**config.mk**
```make
export PLATFORM = sky130hd
export DESIGN_NAME = hdsl_irq_status
export DESIGN_NICKNAME = d
export VERILOG_FILES = /design/src/rtl/hdsl_irq_pkg.sv /design/src/rtl/err_sticky_bank.sv /design/src/rtl/frame_pend_reg.sv /design/src/rtl/resid_snapshot.sv /design/src/rtl/hdsl_irq_status.sv
export SDC_FILE = /design/constraint.sdc
export NUM_CORES = 1
export LEC_CHECK = 0
export BUFFER_PORTS_ARGS = -buffer_cell sky130_fd_sc_hd__buf_2
export CAP_MARGIN = 10
export CORE_MARGIN = 2
export CORE_UTILIZATION = 35
export CTS_CLUSTER_DIAMETER = 100
export DETAILED_ROUTE_END_ITERATION = 7
export PLACE_DENSITY = 0.55
export SLEW_MARGIN = 20
export SYNTH_ARGS = -nofsm -noshare
export SYNTH_HDL_FRONTEND = slang
export SYNTH_HIERARCHICAL = 1
export SYNTH_SLANG_ARGS = --single-unit
export TNS_END_PERCENT = 10
```
**constraint.sdc**
```tcl
create_clock -name clk -period 2.1 [get_ports clk]
set_input_delay 0.105 -clock clk [delete_from_list [all_inputs] [get_ports clk]]
set_output_delay 0.105 -clock clk [all_outputs]
set_load 0.01 [all_outputs]
```
**src/rtl/hdsl_irq_pkg.sv**
```systemverilog
package hdsl_irq_pkg;
  localparam logic [7:0] A_IRR      = 8'h2C;
  localparam logic [7:0] A_ERR_STAT = 8'h3C;
  localparam logic [7:0] A_ERR_EN   = 8'h3D;
  localparam logic [7:0] A_MASK_WR  = 8'hEB;
  localparam logic [7:0] A_MASK_RB  = 8'h30;
  localparam logic [7:0] A_RES_LO   = 8'h28;
  localparam logic [7:0] A_RES_HI   = 8'h20;
endpackage

```
**src/rtl/err_sticky_bank.sv**
```systemverilog
module err_sticky_bank #(
  parameter int W = 7
) (
  input  logic         clk,
  input  logic         rst_n,
  input  logic [W-1:0] set_pulse,
  input  logic         clr_en,
  input  logic [W-1:0] clr_bits,
  output logic [W-1:0] status
);
  for (genvar i = 0; i < W; i++) begin : g_bit
    always_ff @(posedge clk) begin
      if (!rst_n)                     status[i] <= 1'b0;
      else if (set_pulse[i])          status[i] <= 1'b1;
      else if (clr_en && clr_bits[i]) status[i] <= 1'b0;
    end

    assert_err_set_R3: assert property (@(posedge clk) disable iff (!rst_n)
      set_pulse[i] |=> status[i]);
    assert_err_hold_R3: assert property (@(posedge clk) disable iff (!rst_n)
      (status[i] && !(clr_en && clr_bits[i])) |=> status[i]);
  end
endmodule

```
**src/rtl/frame_pend_reg.sv**
```systemverilog
module frame_pend_reg #(
  parameter int N_CH = 3
) (
  input  logic            clk,
  input  logic            rst_n,
  input  logic [N_CH-1:0] strobe,
  input  logic            rd_clr,
  output logic [N_CH-1:0] pend
);
  for (genvar c = 0; c < N_CH; c++) begin : g_ch
    always_ff @(posedge clk) begin
      if (!rst_n)         pend[c] <= 1'b0;
      else if (strobe[c]) pend[c] <= 1'b1;
      else if (rd_clr)    pend[c] <= 1'b0;
    end

    assert_frame_set_R1: assert property (@(posedge clk) disable iff (!rst_n)
      strobe[c] |=> pend[c]);
    assert_frame_clr_R2: assert property (@(posedge clk) disable iff (!rst_n)
      (rd_clr && !strobe[c]) |=> !pend[c]);
  end
endmodule

```
**src/rtl/resid_snapshot.sv**
```systemverilog
module resid_snapshot #(
  parameter int N_CH    = 3,
  parameter int RESID_W = 16
) (
  input  logic               clk,
  input  logic               rst_n,
  input  logic [N_CH-1:0]    strobe,
  input  logic [1:0]         sel,
  input  logic [RESID_W-1:0] resid_in,
  input  logic               lo_rd,
  output logic [RESID_W-1:0] snap,
  output logic [RESID_W-9:0] hi_hold
);
  logic [1:0] idx;
  logic       master_hit;

  always_comb begin
    idx = (sel == 2'd0) ? 2'd0 : sel - 2'd1;
    if (int'(idx) >= N_CH) idx = 2'd0;
    master_hit = strobe[idx];
  end

  always_ff @(posedge clk) begin
    if (!rst_n) begin
      snap    <= '0;
      hi_hold <= '0;
    end else begin
      if (master_hit) snap <= resid_in;
      if (lo_rd)      hi_hold <= snap[RESID_W-1:8];
    end
  end

  assert_snap_take_R8: assert property (@(posedge clk) disable iff (!rst_n)
    master_hit |=> (snap == $past(resid_in)));
  assert_snap_keep_R8: assert property (@(posedge clk) disable iff (!rst_n)
    !master_hit |=> $stable(snap));
  assert_hi_keep_R9: assert property (@(posedge clk) disable iff (!rst_n)
    !lo_rd |=> $stable(hi_hold));
endmodule

```
**src/rtl/hdsl_irq_status.sv**
```systemverilog
module hdsl_irq_status
  import hdsl_irq_pkg::*;
#(
  parameter int N_CH    = 3,
  parameter int N_TXE   = 2,
  parameter int N_RXE   = 5,
  parameter int RESID_W = 16
) (
  input  logic               clk,
  input  logic               rst_n,
  input  logic [N_CH-1:0]    rx_frame_start,
  input  logic [N_TXE-1:0]   tx_err_pulse,
  input  logic [N_RXE-1:0]   rx_err_pulse,
  input  logic [RESID_W-1:0] resid_in,
  input  logic [1:0]         master_sel,
  input  logic               reg_wr,
  input  logic               reg_rd,
  input  logic [7:0]         reg_addr,
  input  logic [7:0]         reg_wdata,
  output logic [7:0]         reg_rdata,
  output logic               irq
);
  localparam int ERR_W = N_TXE + N_RXE;
  localparam int IRR_W = N_CH + 2;

  logic [ERR_W-1:0]   err_stat, err_en_q;
  logic [N_CH-1:0]    frame_pend;
  logic [IRR_W-1:0]   irr_bits, mask_q;
  logic [RESID_W-1:0] snap;
  logic [RESID_W-9:0] hi_hold;
  logic               tx_sum, rx_sum;
  logic               wr_stat, rd_irr, rd_lo;

  assign wr_stat = reg_wr && (reg_addr == A_ERR_STAT);
  assign rd_irr  = reg_rd && (reg_addr == A_IRR);
  assign rd_lo   = reg_rd && (reg_addr == A_RES_LO);

  err_sticky_bank #(.W(ERR_W)) u_err (
    .clk(clk), .rst_n(rst_n),
    .set_pulse({rx_err_pulse, tx_err_pulse}),
    .clr_en(wr_stat), .clr_bits(reg_wdata[ERR_W-1:0]),
    .status(err_stat)
  );

  frame_pend_reg #(.N_CH(N_CH)) u_frame (
    .clk(clk), .rst_n(rst_n), .strobe(rx_frame_start),
    .rd_clr(rd_irr), .pend(frame_pend)
  );

  resid_snapshot #(.N_CH(N_CH), .RESID_W(RESID_W)) u_snap (
    .clk(clk), .rst_n(rst_n), .strobe(rx_frame_start), .sel(master_sel),
    .resid_in(resid_in), .lo_rd(rd_lo), .snap(snap), .hi_hold(hi_hold)
  );

  always_ff @(posedge clk) begin
    if (!rst_n) begin
      err_en_q <= '0;
      mask_q   <= '0;
    end else if (reg_wr) begin
      if (reg_addr == A_ERR_EN)  err_en_q <= reg_wdata[ERR_W-1:0];
      if (reg_addr == A_MASK_WR) mask_q   <= reg_wdata[IRR_W-1:0];
    end
  end

  always_comb begin
    tx_sum   = |(err_stat[N_TXE-1:0] & err_en_q[N_TXE-1:0]);
    rx_sum   = |(err_stat[ERR_W-1:N_TXE] & err_en_q[ERR_W-1:N_TXE]);
    irr_bits = {rx_sum, tx_sum, frame_pend};
    irq      = |(irr_bits & mask_q);
  end

  always_comb begin
    reg_rdata = '0;
    if (reg_rd) begin
      case (reg_addr)
        A_IRR:      reg_rdata[IRR_W-1:0] = irr_bits;
        A_ERR_STAT: reg_rdata[ERR_W-1:0] = err_stat;
        A_ERR_EN:   reg_rdata[ERR_W-1:0] = err_en_q;
        A_MASK_RB:  reg_rdata[IRR_W-1:0] = mask_q;
        A_RES_LO:   reg_rdata = snap[7:0];
        A_RES_HI:   reg_rdata = hi_hold[7:0];
        default:    reg_rdata = '0;
      endcase
    end
  end

  assert_mask_load_R6: assert property (@(posedge clk) disable iff (!rst_n)
    (reg_wr && reg_addr == A_MASK_WR) |=> (mask_q == $past(reg_wdata[IRR_W-1:0])));
  assert_en_keep_R4: assert property (@(posedge clk) disable iff (!rst_n)
    !(reg_wr && reg_addr == A_ERR_EN) |=> $stable(err_en_q));
  assert_irq_quiet_R7: assert property (@(posedge clk) disable iff (!rst_n)
    (mask_q == '0) |-> !irq);
endmodule

```
==> flow_summary_export.csv <==
group,metric,value,unit
final_layout,fillCellCount,719,
final_layout,synthToLayoutAreaGrowth,17.90,%
clocking,cts.path.max_buffers,2,
synth,syn_inst,275,
floorplan,ioPinCount,57,
setup_path,crit_path_max_fanout,11,
route,first_pass_iters,5,
power_and_ir_drop,p_total,1756,uW
setup_path,start_kind,"input port",
route,drc_errors,0,
power_and_ir_drop,p_leak,0.001079,uW
sta,fin_crit,1.766,ns
synth,netlist_area,0.002446,mm^2
clocking,cts_root_buffer,"clkbuf_8",
synth,synth_nets,323,
global_route,groute.layer.met3.usage,2.922,%
clocking,htreeDepth,2,
sta,skew,0.0008365,ns
synth,yosysWarnings,6,
global_route,grt_max_degree,33,
clocking,numCtsBuffers,5,
global_route,antenna_found_initial,0,
floorplan,die_x,87.60,um
clocking,cts_sinks,46,
setup_path,path_class,"input port to output port",
placement,hpwl,4885,um
worst_hold_path,hold_class,"input port to flip-flop",
setup_path,cp-end-kind,"output port",
sta,hold_violations,0,
clocking,clk_pin_slew_worst_paths,0.09,ns
setup_path,cp_data_arrival_time,1.66,ns
final_layout,drive_gt1_share,25.23,%
sta,tightestPinTransition,0.8098,ns
synth,synth-edff-count,0,
global_route,overflow,0,
setup_path,worst_ep_required_time,2.00,ns
synth,ys.flop_type,"dfxtp_1",
clocking,post_cts_resized,0,
floorplan,die_y,87.60,um
global_route,grt_pass1_wl,10940,um
sta,fin_tns_setup,0,ns
synth,ys_seq_elements,46,
power_and_ir_drop,irDropWorstVdd,0.0003254,V
clocking,cts_tree,"done",
sta,fin_crit_sh,84.08,%
final_layout,layout.nets,372,
floorplan,core,0.006794,mm^2
power_and_ir_drop,power.density,608.8,mW/mm^2
route,drt_iter0_markers,173,
run,drv_cap,0,
sta,rsz0062_at_grt,"false",
synth,seq_area_frac_synth,37.65,%
sta,max_freq,566.4,MHz
synth,post_synth_num_cell_types,48,
sta,timing.slew.headroom,45.96,%
final_layout,n_antenna_cell,0,
route,wl,6738,um
route,via_per_inst,5.480,
route,final_antenna_net_count,0,
synth,postSynthAreaPerCell,8.895,um^2
global_route,grt_pass1_vias,2089,
placement,dpl-instance-area,0.002776,mm^2
final_layout,finish.instance_area,0.002884,mm^2
placement,io_buffers,55,
floorplan,die_area,0.007674,mm^2
global_route,top_usage_layer,"met1",
floorplan,start_util,36.00,%
clocking,clock_latency,0.31,ns
global_route,grt_util_all_layers,18.33,%
sta,setup_viol,0,
route,wl_per_cell,16.00,um
route,dr_total_vias,2307,
global_route,use_met1,27.44,%
synth,ys_async_sr_fraction,0,%
floorplan,num_rows,30,
final_layout,fin_util,42.45,%
status,status,"finished, final reports clean",
sta,drv_slew,0,
global_route,grt_use_met2,27.41,%
placement,place.gp.congestion,0.8547,
-- placed cells by master, fill, tap and decap left out, types with 8 or more instances in the layout --
master / Yosys / layout
buf_2: 8 / 55
dfxtp_1: 46 / 46
o211ai_1: 32 / 32
mux2i_1: 20 / 20
a21oi_1: 18 / 18
nand2_1: 16 / 16
nor2_1: 13 / 13
nand3_1: 12 / 12
o21ai_0: 10 / 10
nor2b_1: 9 / 9
inv_1: 9 / 9
a21boi_0: 8 / 8
-- area by class of cell --
type / count / area (um^2) / area share [%]
clock buffer: 5 / 68.82 / 2.386
timing repair buffer: 63 / 337.8 / 11.71
tap: 96 / 120.1 / 4.165
clock inverter: 3 / 28.78 / 0.9978
sequential: 46 / 920.9 / 31.93
inverter: 9 / 33.78 / 1.171
multi-input combinational: 199 / 1374 / 47.64
-- layer usage --
layer / share of wire [%] / vias up
li1: - / 1135
met1: 48 / 1088
met2: 45 / 78
met3: 6.1 / 6
met4: 0.95 / 0
met5: 0 / -
-- stage by stage --
step / instances / hold slack (ns) / worst slack [ns]
final: 421 / 0.01506 / 0.3343
after floorplan: 275 / 0.2123 / 0.4245
after CTS: 421 / 0.009449 / 0.3410
after detailed placement: 412 / 0.3227 / 0.3552
after global routing: 421 / 0.01374 / 0.2674
after global placement: 412 / 0.3213 / 0.3769
-- synthesized netlist by cell type, types with 2 or more instances --
cell,instances,area share (%)
a21boi_0,8,2.5
a21oi_1,18,3.7
a222oi_1,2,0.82
a22o_1,4,1.4
a22oi_1,5,1.5
a31oi_1,7,1.8
a32o_1,3,1.2
and3_1,2,0.51
buf_2,8,1.6
buf_6,3,1.4
clkbuf_1,6,0.92
clkbuf_2,2,0.41
dfxtp_1,46,38
inv_1,9,1.4
mux2_2,3,1.4
mux2i_1,20,8.2
nand2_1,16,2.5
nand3_1,12,2.5
nand4_1,2,0.51
nor2_1,13,2.0
nor2b_1,9,2.3
nor3_1,4,0.82
nor3b_1,2,0.61
nor4_1,2,0.51
o211ai_1,32,9.8
o21a_1,4,1.2
o21ai_0,10,2.0
o2bb2ai_1,2,0.72
or2_2,2,0.51
-- worst paths after layout --
kind                        start               to  slack (ns)  cells after the start
hold / removal       reg_wdata[6]  u_err/status[6]        0.02                      2
setup reg to reg  u_frame/pend[2]  u_frame/pend[2]        1.34                      2
hold reg to reg    u_snap/snap[5]   u_snap/snap[5]        0.49                      2
setup / recovery      reg_addr[4]     reg_rdata[0]        0.33                      6
-- critical path: stages --
cell and delay, ns:
buf_2 0.21, nand4bb_1 0.27, nor3_1 0.42, a22oi_1 0.17, a21boi_0 0.29, buf_2 0.19
-- cell families after synthesis --
logic type,share of synthesized area (%)
AOI/OAI and AO/OA,28.08
and+or+nand+nor,16.98
DFF,37.65
buffers and inverters,6.189
muxes,11.10
-- power breakdown --
part	switching, uW	total [uW]	internal, uW	leakage [uW]
Clock	338	587	249	0.0000506
Combinational	135	236	101	0.000651
Sequential	24.1	933	909	0.000377
-- registers in the layout, indices dropped and copies added, names as in the netlist --
signal,cells
u_snap/snap,16
u_snap/hi_hold,8
err_en_q,7
u_err/status,7
mask_q,5
u_frame/pend,3
-- what timing repair did --
item,in CTS,in global routing
setup buffers,0,0
endpoints found under the hold margin,1,0
hold buffers,1,0
No activity file was read; power rests on OpenSTA's default activity.
